**src/rtl/spi_loop_pkg.sv**
```systemverilog
package spi_loop_pkg;
  localparam int ADDR_W    = 7;
  localparam int BYTE_W    = 8;
  localparam int RES_W     = 24;
  localparam int RES_BYTES = RES_W / BYTE_W;
  localparam int CH_N      = 2;
  localparam int CFG_N     = 4;

  localparam logic [ADDR_W-1:0] A_CH0_LO = ADDR_W'(RES_BYTES - 1);
  localparam logic [ADDR_W-1:0] A_CH1_LO = ADDR_W'(2 * RES_BYTES - 1);
  localparam logic [ADDR_W-1:0] A_PHASE  = ADDR_W'(CH_N * RES_BYTES);
  localparam logic [ADDR_W-1:0] A_STAT   = A_PHASE + ADDR_W'(2);
  localparam logic [ADDR_W-1:0] A_LAST   = A_PHASE + ADDR_W'(CFG_N - 1);

  localparam logic [BYTE_W-1:0] STAT_RST = 8'h02;
  localparam logic [BYTE_W-1:0] FMT_RST  = 8'h03;

  typedef enum logic [1:0] {
    LOOP_HOLD  = 2'd0,
    LOOP_GROUP = 2'd1,
    LOOP_TYPE  = 2'd2,
    LOOP_ALL   = 2'd3
  } loop_mode_e;

  typedef struct packed {
    logic [ADDR_W-1:0] lo;
    logic [ADDR_W-1:0] hi;
  } span_t;

  function automatic span_t type_span(input logic [ADDR_W-1:0] a);
    span_t s;
    if (a < A_PHASE) begin
      s.lo = '0;
      s.hi = A_PHASE - ADDR_W'(1);
    end else begin
      s.lo = A_PHASE;
      s.hi = A_LAST;
    end
    return s;
  endfunction

  function automatic span_t group_span(input logic [ADDR_W-1:0] a);
    span_t s;
    if (a <= A_CH0_LO) begin
      s.lo = '0;
      s.hi = A_CH0_LO;
    end else if (a <= A_CH1_LO) begin
      s.lo = A_CH0_LO + ADDR_W'(1);
      s.hi = A_CH1_LO;
    end else if (a < A_STAT) begin
      s.lo = A_PHASE;
      s.hi = A_STAT - ADDR_W'(1);
    end else begin
      s.lo = A_STAT;
      s.hi = A_LAST;
    end
    return s;
  endfunction
endpackage

```
**src/rtl/spi_loop_sync.sv**
```systemverilog
module spi_loop_sync #(
  parameter int STAGES = 2
) (
  input  logic clk_i,
  input  logic rst_ni,
  input  logic cs_ni,
  input  logic sck_i,
  input  logic sdi_i,
  output logic cs_n_o,
  output logic sck_rise_o,
  output logic sck_fall_o,
  output logic sdi_o
);
  logic [STAGES-1:0] cs_p, sck_p, sdi_p;
  logic              sck_d;

  always_ff @(posedge clk_i or negedge rst_ni) begin
    if (!rst_ni) begin
      cs_p  <= '1;
      sck_p <= '0;
      sdi_p <= '0;
      sck_d <= 1'b0;
    end else begin
      cs_p  <= {cs_p[STAGES-2:0], cs_ni};
      sck_p <= {sck_p[STAGES-2:0], sck_i};
      sdi_p <= {sdi_p[STAGES-2:0], sdi_i};
      sck_d <= sck_p[STAGES-1];
    end
  end

  assign cs_n_o     = cs_p[STAGES-1];
  assign sdi_o      = sdi_p[STAGES-1];
  assign sck_rise_o = sck_p[STAGES-1] & ~sck_d;
  assign sck_fall_o = ~sck_p[STAGES-1] & sck_d;
endmodule

```
**src/rtl/spi_loop_addr.sv**
```systemverilog
module spi_loop_addr
  import spi_loop_pkg::*;
(
  input  logic [ADDR_W-1:0] addr_i,
  input  logic              read_i,
  input  loop_mode_e        mode_i,
  input  logic [CH_N-1:0]   width_i,
  output logic [ADDR_W-1:0] next_o
);
  span_t             sp;
  logic [ADDR_W-1:0] step1, step2;
  logic              skip;

  always_comb begin
    if (!read_i) sp = type_span(addr_i);
    else begin
      unique case (mode_i)
        LOOP_GROUP: sp = group_span(addr_i);
        LOOP_TYPE:  sp = type_span(addr_i);
        default: begin
          sp.lo = '0;
          sp.hi = A_LAST;
        end
      endcase
    end
    step1 = (addr_i == sp.hi) ? sp.lo : addr_i + ADDR_W'(1);
    step2 = (step1 == sp.hi) ? sp.lo : step1 + ADDR_W'(1);
    skip  = read_i && ((step1 == A_CH0_LO && !width_i[0]) ||
                       (step1 == A_CH1_LO && !width_i[1]));
    if (addr_i > A_LAST)                      next_o = addr_i;
    else if (read_i && mode_i == LOOP_HOLD)   next_o = addr_i;
    else                                      next_o = skip ? step2 : step1;
  end
endmodule

```
**src/rtl/spi_loop_regfile.sv**
```systemverilog
module spi_loop_regfile
  import spi_loop_pkg::*;
(
  input  logic                           clk_i,
  input  logic                           rst_ni,
  input  logic                           res_valid_i,
  input  logic [CH_N-1:0][RES_W-1:0]     res_i,
  input  logic [ADDR_W-1:0]              rd_addr_i,
  input  logic                           cap_i,
  output logic [BYTE_W-1:0]              rd_data_o,
  input  logic                           wr_en_i,
  input  logic [ADDR_W-1:0]              wr_addr_i,
  input  logic [BYTE_W-1:0]              wr_data_i,
  output loop_mode_e                     mode_o,
  output logic [CH_N-1:0]                width_o,
  output logic [BYTE_W-1:0]              phase_o,
  output logic [BYTE_W-1:0]              gain_o
);
  logic [RES_W-1:0]  live_q   [CH_N];
  logic [RES_W-1:0]  shadow_q [CH_N];
  logic [BYTE_W-1:0] cfg_q    [CFG_N];

  for (genvar c = 0; c < CH_N; c++) begin : g_ch
    localparam logic [ADDR_W-1:0] BASE = ADDR_W'(c * RES_BYTES);
    always_ff @(posedge clk_i or negedge rst_ni) begin
      if (!rst_ni) begin
        live_q[c]   <= '0;
        shadow_q[c] <= '0;
      end else begin
        if (res_valid_i) live_q[c] <= res_i[c];
        if (cap_i && rd_addr_i == BASE) shadow_q[c] <= live_q[c];
      end
    end
    AST_SHADOW_KEEP: assert property (@(posedge clk_i) disable iff (!rst_ni)
      !(cap_i && rd_addr_i == BASE) |=> $stable(shadow_q[c]));
  end

  for (genvar r = 0; r < CFG_N; r++) begin : g_cfg
    localparam logic [ADDR_W-1:0] AR = A_PHASE + ADDR_W'(r);
    localparam logic [BYTE_W-1:0] RV = (AR == A_STAT) ? STAT_RST :
                                       (AR == A_LAST) ? FMT_RST : '0;
    always_ff @(posedge clk_i or negedge rst_ni) begin
      if (!rst_ni) cfg_q[r] <= RV;
      else if (wr_en_i && wr_addr_i == AR) cfg_q[r] <= wr_data_i;
    end
    AST_CFG_STABLE: assert property (@(posedge clk_i) disable iff (!rst_ni)
      !wr_en_i |=> $stable(cfg_q[r]));
  end

  always_comb begin
    rd_data_o = '0;
    for (int c = 0; c < CH_N; c++) begin
      for (int b = 0; b < RES_BYTES; b++) begin
        if (rd_addr_i == ADDR_W'(c * RES_BYTES + b))
          rd_data_o = (b == 0) ? live_q[c][RES_W-1 -: BYTE_W]
                               : shadow_q[c][RES_W-1-BYTE_W*b -: BYTE_W];
      end
    end
    for (int r = 0; r < CFG_N; r++) begin
      if (rd_addr_i == A_PHASE + ADDR_W'(r)) rd_data_o = cfg_q[r];
    end
  end

  assign phase_o = cfg_q[0];
  assign gain_o  = cfg_q[1];
  assign mode_o  = loop_mode_e'(cfg_q[2][1:0]);
  assign width_o = cfg_q[3][CH_N-1:0];
endmodule

```
**src/rtl/spi_loop_slave.sv**
```systemverilog
module spi_loop_slave
  import spi_loop_pkg::*;
(
  input  logic              clk_i,
  input  logic              rst_ni,
  input  logic              cs_ni,
  input  logic              sck_i,
  input  logic              sdi_i,
  output logic              sdo_o,
  output logic              sdo_en_o,
  input  logic              res_valid_i,
  input  logic [RES_W-1:0]  res_ch0_i,
  input  logic [RES_W-1:0]  res_ch1_i,
  output logic [BYTE_W-1:0] phase_o,
  output logic [BYTE_W-1:0] gain_o
);
  localparam int BIT_W = $clog2(BYTE_W);

  logic cs_n_s, sck_rise, sck_fall, sdi_s;

  logic              in_data_q, rw_q, sdo_q, oe_q;
  logic [BIT_W-1:0]  bit_q;
  logic [BYTE_W-1:0] rx_q, tx_q, rx_nxt, rd_data;
  logic [ADDR_W-1:0] addr_q, nxt_addr, load_addr;
  logic              byte_done, ctrl_done, data_done, rd_load, wr_en;
  loop_mode_e        mode;
  logic [CH_N-1:0]   width;

  spi_loop_sync #(.STAGES(2)) i_sync (
    .clk_i, .rst_ni, .cs_ni, .sck_i, .sdi_i,
    .cs_n_o(cs_n_s), .sck_rise_o(sck_rise), .sck_fall_o(sck_fall), .sdi_o(sdi_s)
  );

  spi_loop_addr i_addr (
    .addr_i(addr_q), .read_i(rw_q), .mode_i(mode), .width_i(width), .next_o(nxt_addr)
  );

  spi_loop_regfile i_regs (
    .clk_i, .rst_ni,
    .res_valid_i,
    .res_i({res_ch1_i, res_ch0_i}),
    .rd_addr_i(load_addr), .cap_i(rd_load), .rd_data_o(rd_data),
    .wr_en_i(wr_en), .wr_addr_i(addr_q), .wr_data_i(rx_nxt),
    .mode_o(mode), .width_o(width), .phase_o, .gain_o
  );

  assign rx_nxt    = {rx_q[BYTE_W-2:0], sdi_s};
  assign byte_done = sck_rise && !cs_n_s && (bit_q == BIT_W'(BYTE_W - 1));
  assign ctrl_done = byte_done && !in_data_q;
  assign data_done = byte_done && in_data_q;
  // control byte: address in [7:1], read flag in [0]
  assign load_addr = in_data_q ? nxt_addr : rx_nxt[BYTE_W-1:1];
  assign rd_load   = (ctrl_done && rx_nxt[0]) || (data_done && rw_q);
  assign wr_en     = data_done && !rw_q;

  always_ff @(posedge clk_i or negedge rst_ni) begin
    if (!rst_ni) begin
      in_data_q <= 1'b0;
      rw_q      <= 1'b0;
      bit_q     <= '0;
      rx_q      <= '0;
      tx_q      <= '0;
      addr_q    <= '0;
      sdo_q     <= 1'b0;
      oe_q      <= 1'b0;
    end else if (cs_n_s) begin
      in_data_q <= 1'b0;
      rw_q      <= 1'b0;
      bit_q     <= '0;
      rx_q      <= '0;
      tx_q      <= '0;
      sdo_q     <= 1'b0;
      oe_q      <= 1'b0;
    end else begin
      if (sck_rise) begin
        rx_q  <= rx_nxt;
        bit_q <= bit_q + BIT_W'(1);
      end
      if (ctrl_done) begin
        in_data_q <= 1'b1;
        rw_q      <= rx_nxt[0];
        addr_q    <= rx_nxt[BYTE_W-1:1];
      end
      if (data_done) addr_q <= nxt_addr;
      if (rd_load)   tx_q   <= rd_data;
      if (sck_fall && in_data_q && rw_q) begin
        sdo_q <= tx_q[BYTE_W-1];
        tx_q  <= {tx_q[BYTE_W-2:0], 1'b0};
        oe_q  <= 1'b1;
      end
    end
  end

  assign sdo_o    = sdo_q;
  assign sdo_en_o = oe_q;

  AST_OE_OFF_CS: assert property (@(posedge clk_i) disable iff (!rst_ni)
    cs_n_s |=> !oe_q);
  AST_OE_READ_ONLY: assert property (@(posedge clk_i) disable iff (!rst_ni)
    (!in_data_q || !rw_q) |-> !oe_q);
  AST_HOLD_ADDR: assert property (@(posedge clk_i) disable iff (!rst_ni)
    (data_done && rw_q && mode == LOOP_HOLD) |=> addr_q == $past(addr_q));
  AST_IN_MAP: assert property (@(posedge clk_i) disable iff (!rst_ni)
    (data_done && addr_q <= A_LAST) |=> addr_q <= A_LAST);
  AST_SKIP_CH0_LO: assert property (@(posedge clk_i) disable iff (!rst_ni)
    (data_done && rw_q && mode != LOOP_HOLD && !width[0] && addr_q <= A_LAST)
      |=> addr_q != A_CH0_LO);
  AST_WR_IN_CFG: assert property (@(posedge clk_i) disable iff (!rst_ni)
    (data_done && !rw_q && addr_q >= A_PHASE && addr_q <= A_LAST)
      |=> (addr_q >= A_PHASE && addr_q <= A_LAST));
endmodule

```
**config.mk**
```make
export PLATFORM = sky130hd
export DESIGN_NAME = spi_loop_slave
export DESIGN_NICKNAME = d
export VERILOG_FILES = /design/src/rtl/spi_loop_pkg.sv /design/src/rtl/spi_loop_sync.sv /design/src/rtl/spi_loop_addr.sv /design/src/rtl/spi_loop_regfile.sv /design/src/rtl/spi_loop_slave.sv
export SDC_FILE = /design/constraint.sdc
export NUM_CORES = 1
export LEC_CHECK = 0
export BUFFER_PORTS_ARGS = -buffer_cell sky130_fd_sc_hd__buf_2
export CORE_UTILIZATION = 60
export CTS_BUF_LIST = sky130_fd_sc_hd__clkbuf_8
export CTS_CLUSTER_SIZE = 20
export DETAILED_ROUTE_END_ITERATION = 10
export PLACE_DENSITY_LB_ADDON = 0.15
export REMOVE_ABC_BUFFERS = 1
export SYNTH_ARGS = -nofsm -noshare
export SYNTH_HDL_FRONTEND = slang
export SYNTH_HIERARCHICAL = 1
export SYNTH_SLANG_ARGS = --single-unit
```
**constraint.sdc**
```tcl
create_clock -name clk_i -period 14.7 [get_ports clk_i]
set_input_delay 0.735 -clock clk_i [delete_from_list [all_inputs] [get_ports clk_i]]
set_output_delay 0.735 -clock clk_i [all_outputs]
set_load 0.01 [all_outputs]
```
==> flow_metrics.py, run 1 <==
metrics = {
    "critical_path": {
        "cp-end-kind": "flop",
        "cp_cell_sequence": "or4_4, nor4_1, o22ai_2, nand4b_4, mux2_2, inv_1, ha_1, nand3b_1, mux2i_2, a21oi_1, a221oi_1, mux2_2, mux2_2, a221oi_1, nor2_1, a221o_2, nand3_1, a311oi_1",
        "path_delay_family": "multiplexers",
        "crit_buf_inv": 1,
        "max_stage_delay_ps": 910,
        "cp_data_arrival_time_ps": 6350,
        "cp_common_cell": "mux2_2",
        "cp_max_fo": 37,
        "start_kind": "flop",
        "crit_required_ps": 15000,
        "path_class": "reg2reg",
        "cpMaxStageDelayCell": "mux2_2",
    },
    "global_routing": {
        "first_global_vias": 5174,
        "grt_pass1_wl_um": 27100,
        "overflow": 0,
        "track_usage": 0.271,
        "antenna_found_initial": 0,
        "grt_start_max_net_pins": 92,
    },
    "job": {
        "max_cap_violations": 0,
    },
    "timing": {
        "worst_pin_slew_ps": 1050,
        "slew_headroom": 0.303,
        "rsz0062_at_grt": "false",
        "slew_violations": 0,
        "setup_violations": 0,
        "period_needed_ps": 6050,
        "tns_ps": 0,
        "fmax_mhz": 165,
        "finalCritPeriodShare": 0.411,
        "finClkSkew_ps": 16.2,
        "whs_ps": 354,
        "hold_viol": 0,
    },
    "cells_and_area": {
        "final_common_cell": "dfrtp_1",
        "fin_util": 0.659,
        "final_cell_mix": "dfrtp_1, mux2_2, buf_2",
        "seqCellArea_um2": 3710,
        "final_cell_area_um2": 8320,
        "multi_input_area_um2": 3630,
        "fill_cells": 978,
        "area_growth_pct": 7.50,
        "fin_nets": 747,
        "antenna_cells": 0,
        "drive_gt1_frac": 0.384,
    },
    "routing": {
        "initialDrtViolationCount": 405,
        "vias_per_cell": 5.97,
        "ant_nets": 0,
        "drt_wl_total_um": 16800,
        "dr.pass1.iters": 5,
        "route.detailed.drc": 0,
        "vias": 5175,
        "routedWlPerCell_um": 19.4,
    },
    "placement": {
        "dp_hpwl_um": 11600,
        "gp_congestion": 0.866,
        "portBuffers": 71,
        "dpl_cell_area_um2": 7990,
    },
    "clock_tree": {
        "htreeDepth": 4,
        "numCtsBuffers": 17,
        "post_cts_buffers": 0,
        "cts_max_path_buffers": 2,
        "clkSinkCount": 148,
        "clk_latency_ps": 450,
        "cts-resized-gates": 0,
        "clk_pin_slew_ps": 80,
        "cts-root-buf": "clkbuf_8",
        "postCtsHoldBufs": 0,
        "cts_tree": "done",
    },
    "outcome": {
        "status": "completed",
    },
    "power_and_ir_drop": {
        "power_frac_comb": 0.068,
        "power_frac_seq": 0.576,
        "power_switching_uw": 187,
        "clkPwrFrac": 0.356,
        "switching_share": 0.249,
        "power.leakage_uw": 0.00387,
        "p_per_area_nw_per_um2": 90.1,
        "internal_power_uw": 562,
        "ir_drop_mv": 0.0781,
    },
    "floorplan": {
        "die-area_um2": 13400,
        "dieHeight_um": 116,
        "core-area_um2": 12600,
        "die_x_um": 116,
        "core.rowCount": 41,
        "start_util": 0.613,
        "pin_count": 72,
    },
    "worst_hold_path": {
        "min_path_type": "in2async",
    },
    "synthesis": {
        "synth_cell_types": 72,
        "synth.avg_cell_area_um2": 12.0,
        "synth_edf_count": 0,
        "syn_inst": 643,
        "synthArstFlopShare": 1.00,
        "ys.flop_type": "dfrtp_1",
        "seq_area_frac_synth": 0.480,
        "ys_warn_count": 6,
        "ys_ff_latch": 148,
        "syn-cell-area_um2": 7740,
    },
}
metrics by stage:
| stage | setup WS, ps | std cells | total power (uW) |
|---|---|---|---|
| 2_1_floorplan | 9640 | 590 | 464 |
| 3_3_place_gp | 8830 | 835 | 489 |
| 3_5_place_dp | 8810 | 835 | 492 |
| 4_1_cts | 8770 | 867 | 760 |
| 5_1_grt | 8330 | 867 | 781 |
| 6_report | 8650 | 867 | 749 |
flip-flops by register name, indices dropped and copies added (netlist names), 3 cells and up:
register / count
i_regs/live_q: 48
bit_q: 3
rx_q: 7
tx_q: 8
i_regs/phase_o: 8
i_regs/cfg_q: 12
addr_q: 7
i_regs/shadow_q: 32
i_regs/gain_o: 8
worst register-to-register path, stage by stage (launching register included):
cell      delay (ps)
dfrtp_1          580
or4_4            630
nor4_1           420
o22ai_2          190
nand4b_4         180
mux2_2           430
inv_1            110
ha_1             150
nand3b_1         100
mux2i_2          300
a21oi_1          130
a221oi_1         270
mux2_2           910
mux2_2           470
a221oi_1         400
nor2_1           130
a221o_2          350
nand3_1           80
a311oi_1         100
per-layer routing:
metal	part of all wire	GRT usage	vias up
met5	0	0	-
met1	0.45	0.367	2587
met4	0.019	0.0970	0
met2	0.47	0.422	159
met3	0.058	0.0706	31
li1	-	-	2398
power groups by stage:
stage                     clock [uW]  combinational [uW]  sequential (uW)
after floorplan                    0                28.4              436
after global placement             0                50.1              439
after detailed placement           0                51.7              440
after CTS                        276                51.9              432
after global routing             291                56.6              434
final                            266                51.2              432
logic make-up after synthesis:
group | share of synthesized area
and+or+nand+nor | 0.110
buffers and inverters | 0.0513
xor gates and xnor gates | 0.00776
AOI/OAI and AO/OA | 0.0828
DFF | 0.480
adders and majority gates | 0.0178
muxes | 0.251
synthesized netlist by cell type, types with 3 or more instances:
cell type / count / share of area
mux2i_1: 27 / 0.035
inv_1: 13 / 0.0063
a211oi_1: 3 / 0.0029
nor2b_1: 7 / 0.0057
mux2_4: 20 / 0.039
a311oi_1: 6 / 0.0068
nor3_1: 8 / 0.0052
ha_1: 11 / 0.018
a221oi_1: 7 / 0.0079
o22ai_1: 3 / 0.0024
nor2_1: 46 / 0.022
buf_6: 5 / 0.0073
xnor2_1: 3 / 0.0034
o21ai_0: 23 / 0.015
dfrtp_1: 143 / 0.46
buf_2: 7 / 0.0045
nand2b_1: 7 / 0.0057
mux4_2: 5 / 0.015
nand2_1: 42 / 0.020
a21oi_1: 14 / 0.0091
nand3_1: 14 / 0.0091
or3_1: 3 / 0.0024
nand3b_1: 5 / 0.0049
nand4_1: 3 / 0.0024
clkbuf_1: 17 / 0.0082
dfstp_2: 5 / 0.017
nor4_1: 3 / 0.0024
a221o_2: 5 / 0.0073
buf_4: 21 / 0.020
mux2_2: 109 / 0.16
layout make-up:
cell class                      instances  area share
Clock buffer                           17      0.0281
Clock inverter                         15      0.0114
Inverter                               15     0.00677
Multi-Input combinational cell        427       0.436
Sequential cell                       148       0.446
Tap cell                              172      0.0259
Timing Repair Buffer                   73      0.0453
worst paths after layout:
path	cells past startpoint	slack, ps	endpoint	startpoint
setup reg to reg	18	8650	tx_q[6]	addr_q[3]
hold / removal	1	350	i_regs/live_q[6]	rst_ni
max in group asynchronous	2	13070	addr_q[2]	rst_ni
setup / recovery	18	8650	tx_q[6]	addr_q[3]
min in group clk_i	0	360	i_sync/cs_p[1]	i_sync/cs_p[0]
hold reg to reg	0	360	i_sync/cs_p[1]	i_sync/cs_p[0]
No activity file was read; power rests on OpenSTA's default activity.
==> inputs of run 2 (changes only) <==
- CORE_UTILIZATION: 60 -> 56
- clock period: 14.7 -> 5 ns (I/O delays scaled with it)
==> flow_metrics.py, run 2 (synthesis results as in run 1) <==
metrics = {
    "outcome": {
        "status": "completed",
    },
    "timing": {
        "finalWorstSetupSlack_ps": 204,
        "finClkSkew_ps": 12.2,
        "finalCritPeriodShare": 0.959,
        "whs_ps": 36.1,
        "slew_violations": 0,
        "worst_pin_slew_ps": 1030,
        "tns_ps": 0,
        "hold_viol": 0,
        "fmax_mhz": 209,
        "slew_headroom": 0.310,
        "rsz0062_at_grt": "false",
        "period_needed_ps": 4800,
        "setup_violations": 0,
    },
    "critical_path": {
        "cp_cell_sequence": "or4_4, o31a_1, o22ai_2, nand4b_4, mux2_4, inv_1, ha_1, nand3b_1, mux2i_4, nand2_2, a211oi_2, a221oi_2, mux2_4, buf_12, mux2_2, a221oi_2, nor2_1, a221o_2, nand3_1, a311oi_1",
        "crit_buf_inv": 2,
        "r2r_cells": 20,
        "cp_max_fo": 17,
        "r2r_start": "addr_q[4]",
        "path_class": "reg2reg",
        "cp_data_arrival_time_ps": 5100,
        "r2r_slack_ps": 200,
        "cp-end-kind": "flop",
        "cpMaxStageDelayCell": "or4_4",
        "r2r-end": "tx_q[6]",
        "start_kind": "flop",
        "max_stage_delay_ps": 570,
        "crit_required_ps": 5300,
        "path_delay_family": "compound AO/OA/AOI/OAI gates",
    },
    "power_and_ir_drop": {
        "switching_share": 0.243,
        "internal_power_uw": 1800,
        "power_frac_comb": 0.066,
        "clkPwrFrac": 0.399,
        "p_per_area_nw_per_um2": 266,
        "power_frac_seq": 0.535,
        "power_switching_uw": 576,
        "ir_drop_mv": 0.323,
        "power.leakage_uw": 0.00418,
    },
    "global_routing": {
        "first_global_vias": 5377,
        "track_usage": 0.256,
        "grt_start_max_net_pins": 95,
        "grt_pass1_wl_um": 28200,
        "overflow": 0,
        "antenna_found_initial": 0,
    },
    "cells_and_area": {
        "final_common_cell": "dfrtp_1",
        "largest_register_ffs": 48,
        "regMostFlops": "i_regs/live_q",
        "antenna_cells": 0,
        "final_cell_mix": "dfrtp_1, mux2_2, buf_2",
        "area_growth_pct": 15.1,
        "drive_gt1_frac": 0.444,
        "final_cell_area_um2": 8910,
        "fin_nets": 790,
        "reg.largest.list": "i_regs/live_q x48, i_regs/shadow_q x32, i_regs/cfg_q x12",
    },
    "worst_hold_path": {
        "hold_path_end": "i_regs/live_q[31]",
        "min_path_type": "in2reg",
        "whs_path_depth": 2,
        "hold_start": "res_ch0_i[7]",
    },
    "floorplan": {
        "die_x_um": 120,
        "core-area_um2": 13300,
        "pin_count": 72,
        "dieHeight_um": 120,
        "core.rowCount": 42,
        "die-area_um2": 14300,
        "start_util": 0.580,
    },
    "clock_tree": {
        "cts-root-buf": "clkbuf_8",
        "cts_max_path_buffers": 2,
        "clkSinkCount": 148,
        "htreeDepth": 4,
        "cts_tree": "done",
        "clk_latency_ps": 440,
        "numCtsBuffers": 17,
        "clk_pin_slew_ps": 90,
    },
    "job": {
        "max_cap_violations": 0,
    },
    "routing": {
        "vias_per_cell": 5.77,
        "dr.pass1.iters": 7,
        "vias": 5272,
        "initialDrtViolationCount": 311,
        "route.detailed.drc": 0,
        "routedWlPerCell_um": 18.7,
        "drt_wl_total_um": 17100,
        "ant_nets": 0,
    },
    "placement": {
        "portBuffers": 71,
        "pre_cts_ws_ps": -136,
        "gp_congestion": 0.918,
        "dp_hpwl_um": 12300,
        "dpl_cell_area_um2": 8330,
    },
}
## run 2: how the worst max path moves through the flow
stage                      from  cells after the start  slack (ps)       to
3_5_place_dp   i_regs/mode_o[1]                     21        -140  tx_q[4]
5_1_grt        i_regs/mode_o[1]                     23           1  tx_q[1]
6_report              addr_q[4]                     20         200  tx_q[6]
3_3_place_gp   i_regs/mode_o[1]                     21         -30  tx_q[4]
4_1_cts        i_regs/mode_o[1]                     22          20  tx_q[2]
2_1_floorplan         addr_q[3]                     18         -60  tx_q[6]
## run 2: area by class of cell
type	instances	area (um^2)
timing repair buffer	116	759
fill	1052	4440
sequential	148	3710
clock buffer	18	248
multi-input combinational	427	3740
inverter	15	63.8
tap	176	220
clock inverter	14	164
## run 2: what timing repair did
| action | CTS | global route |
|---|---|---|
| gates resized for setup | 5 | 21 |
| endpoints found under the hold margin | 91 | 0 |
| hold buffers | 4 | 0 |
| pin swaps | 0 | 4 |
| buffers inserted | 0 | 1 |
| setup endpoints to repair | 23 | 24 |
## run 2: metrics by stage
stage               std cells   util  power, uW
finish                    914  0.667       2370
global placement          877  0.624       1440
detailed placement        877  0.624       1450
floorplan                 590      -       1360
global route              914  0.667       2470
CTS                       913  0.661       2400
## run 2: power groups by stage
| stage | Sequential, uW | Combinational (uW) | Clock, uW |
|---|---|---|---|
| after floorplan | 1280 | 83.6 | 0 |
| after global placement | 1290 | 149 | 0 |
| after detailed placement | 1290 | 155 | 0 |
| after CTS | 1270 | 159 | 972 |
| after global routing | 1270 | 174 | 1020 |
| final | 1270 | 157 | 946 |
## run 2: worst register-to-register path, stage by stage, from the launching register on
cell and delay (ps):
dfrtp_1 380, or4_4 570, o31a_1 340, o22ai_2 250
nand4b_4 160, mux2_4 380, inv_1 90, ha_1 170
nand3b_1 120, mux2i_4 230, nand2_2 110, a211oi_2 200
a221oi_2 60, mux2_4 300, buf_12 170, mux2_2 280
a221oi_2 300, nor2_1 70, a221o_2 330, nand3_1 70
a311oi_1 90
## run 2: metal layers
layer | wire (um) | global-route usage | share of wire
met1 | 7490 | 0.342 | 0.44
met2 | 8440 | 0.411 | 0.49
met3 | 963 | 0.0656 | 0.056
met4 | 225 | 0.0781 | 0.013
met5 | 0 | 0 | 0
==> inputs of run 3 (changes only) <==
- MAX_ROUTING_LAYER: unset -> met4
==> flow_metrics.py, run 3 (synthesis results as in run 1) <==
metrics = {
    "outcome": {
        "status": "completed",
    },
    "routing": {
        "dr.pass1.iters": 7,
        "initialDrtViolationCount": 323,
        "route.detailed.drc": 0,
        "ant_nets": 0,
        "drt_wl_total_um": 17700,
        "vias": 5429,
        "routedWlPerCell_um": 19.1,
        "vias_per_cell": 5.88,
    },
    "cells_and_area": {
        "fill_cells": 1034,
        "drive_gt1_frac": 0.453,
        "area_growth_pct": 16.3,
        "final_common_cell": "dfrtp_1",
        "fin_nets": 800,
        "antenna_cells": 0,
        "largest_register_ffs": 48,
        "final_cell_mix": "dfrtp_1, mux2_2, buf_2",
        "final_cell_area_um2": 8990,
        "reg.largest.list": "i_regs/live_q x48, i_regs/shadow_q x32, i_regs/cfg_q x12",
        "regMostFlops": "i_regs/live_q",
    },
    "clock_tree": {
        "cts_max_path_buffers": 2,
        "clk_latency_ps": 450,
        "clkSinkCount": 148,
        "cts-root-buf": "clkbuf_8",
        "htreeDepth": 4,
        "numCtsBuffers": 17,
        "cts_tree": "done",
        "clk_pin_slew_ps": 90,
    },
    "worst_hold_path": {
        "whs_path_depth": 2,
        "min_path_type": "in2reg",
    },
    "timing": {
        "slew_headroom": 0.283,
        "fmax_mhz": 207,
        "setup_violations": 0,
        "finalCritPeriodShare": 0.968,
        "period_needed_ps": 4840,
        "tns_ps": 0,
        "finClkSkew_ps": 15.2,
        "hold_viol": 0,
        "finalWorstSetupSlack_ps": 160,
        "worst_pin_slew_ps": 1080,
        "slew_violations": 0,
    },
    "floorplan": {
        "die-area_um2": 14300,
        "die_x_um": 120,
        "core.rowCount": 42,
        "dieHeight_um": 120,
        "core-area_um2": 13300,
        "start_util": 0.580,
        "pin_count": 72,
    },
    "placement": {
        "dpl_cell_area_um2": 8350,
        "portBuffers": 71,
        "pre_cts_ws_ps": -92.8,
        "gp_congestion": 0.922,
        "dp_hpwl_um": 12500,
    },
    "global_routing": {
        "first_global_vias": 5453,
        "grt_start_max_net_pins": 90,
        "track_usage": 0.266,
        "overflow": 0,
        "grt_pass1_wl_um": 28300,
        "antenna_found_initial": 0,
    },
    "critical_path": {
        "start_kind": "flop",
        "crit_required_ps": 5340,
        "cpMaxStageDelayCell": "dfstp_2",
        "cp_data_arrival_time_ps": 5180,
        "cp_cell_sequence": "inv_2, ha_4, and3b_2, a32oi_1, o211ai_1, nand4b_4, mux2_4, buf_4, xnor2_2, or3_1, a211oi_2, a221oi_2, mux2_4, buf_12, buf_4, mux4_2, nor2_1, nor2_1, a221o_2, nand3_1, a21oi_1",
        "path_delay_family": "simple AND/OR/NAND/NOR gates",
        "cp_max_fo": 8,
        "path_depth": 21,
        "r2r_cells": 21,
        "cp-end-kind": "flop",
        "max_stage_delay_ps": 540,
        "path_class": "reg2reg",
        "crit_buf_inv": 4,
    },
    "power_and_ir_drop": {
        "p_per_area_nw_per_um2": 260,
        "ir_drop_mv": 0.279,
        "power.leakage_uw": 0.00421,
    },
    "job": {
        "max_cap_violations": 0,
    },
}
-- run 3: cell count changes in the layout (fill, tap and decap cells not counted), moves of 2 or more --
cell,previous run,this run
a221oi_1,1,3
a221oi_2,6,3
buf_4,37,46
inv_1,12,10
inv_2,1,4
nand3_1,14,12
nand3_2,2,4
nor2_1,43,45
nor2_2,4,2
-- run 3: layout make-up --
cell class | count | area, um^2 | share of cell area
inverters | 15 | 57.6 | 0.00640
flip-flops and latches | 148 | 3710 | 0.412
well taps | 176 | 220 | 0.0245
clock buffers | 18 | 248 | 0.0275
repair buffers | 126 | 852 | 0.0947
multi-input cells | 427 | 3760 | 0.418
clock inverters | 14 | 149 | 0.0166
-- run 3: through the flow --
stage                     utilization  total power (uW)  hold WS (ps)  std cells
after floorplan                     -              1360         -45.6        590
after global placement          0.626              1440           333        880
after detailed placement        0.626              1450           347        880
after CTS                       0.660              2360          4.81        916
after global routing            0.674              2430          5.11        924
final                           0.674              2340          23.4        924
-- run 3: metal layers --
metal / routed length (um) / GRT usage / vias up / part of all wire
met3: 646 / 0.0404 / 39 / 0.037
met1: 7910 / 0.352 / 2740 / 0.45
met4: 478 / 0.117 / 0 / 0.027
met5: 0 / - / - / 0
li1: - / - / 2510 / -
met2: 8630 / 0.411 / 140 / 0.49
-- run 3: worst reg2reg max path: stages (launching register included) --
cell,delay (ps)
dfstp_2,540
inv_2,50
ha_4,260
and3b_2,240
a32oi_1,200
o211ai_1,150
nand4b_4,230
mux2_4,360
buf_4,160
xnor2_2,140
or3_1,360
a211oi_2,260
a221oi_2,50
mux2_4,330
buf_12,170
buf_4,130
mux4_2,410
nor2_1,140
nor2_1,80
a221o_2,340
nand3_1,70
a21oi_1,70
-- run 3: worst paths after layout --
path,from,to,slack (ps)
max in group asynchronous,rst_ni,i_regs/phase_o[3],3350
max,i_regs/mode_o[1],tx_q[0],160
min,res_ch0_i[6],i_regs/live_q[30],20
max reg2reg,i_regs/mode_o[1],tx_q[0],160
min in group asynchronous,rst_ni,i_regs/live_q[32],410
min reg2reg,i_sync/cs_p[0],i_sync/cs_p[1],360
-- run 3: where the power goes --
group / switching, uW / internal (uW)
Sequential: 29.4 / 1240
Combinational: 75.2 / 87.0
Clock: 488 / 422
-- run 3: timing repair --
action                     4_1_cts  5_1_grt
resized for setup                3       29
hold buffers                     4        0
gates cloned                     0        1
pin swaps                        0        9
setup buffers                    0        7
hold endpoints to repair        86        0
setup endpoints to repair        4       24
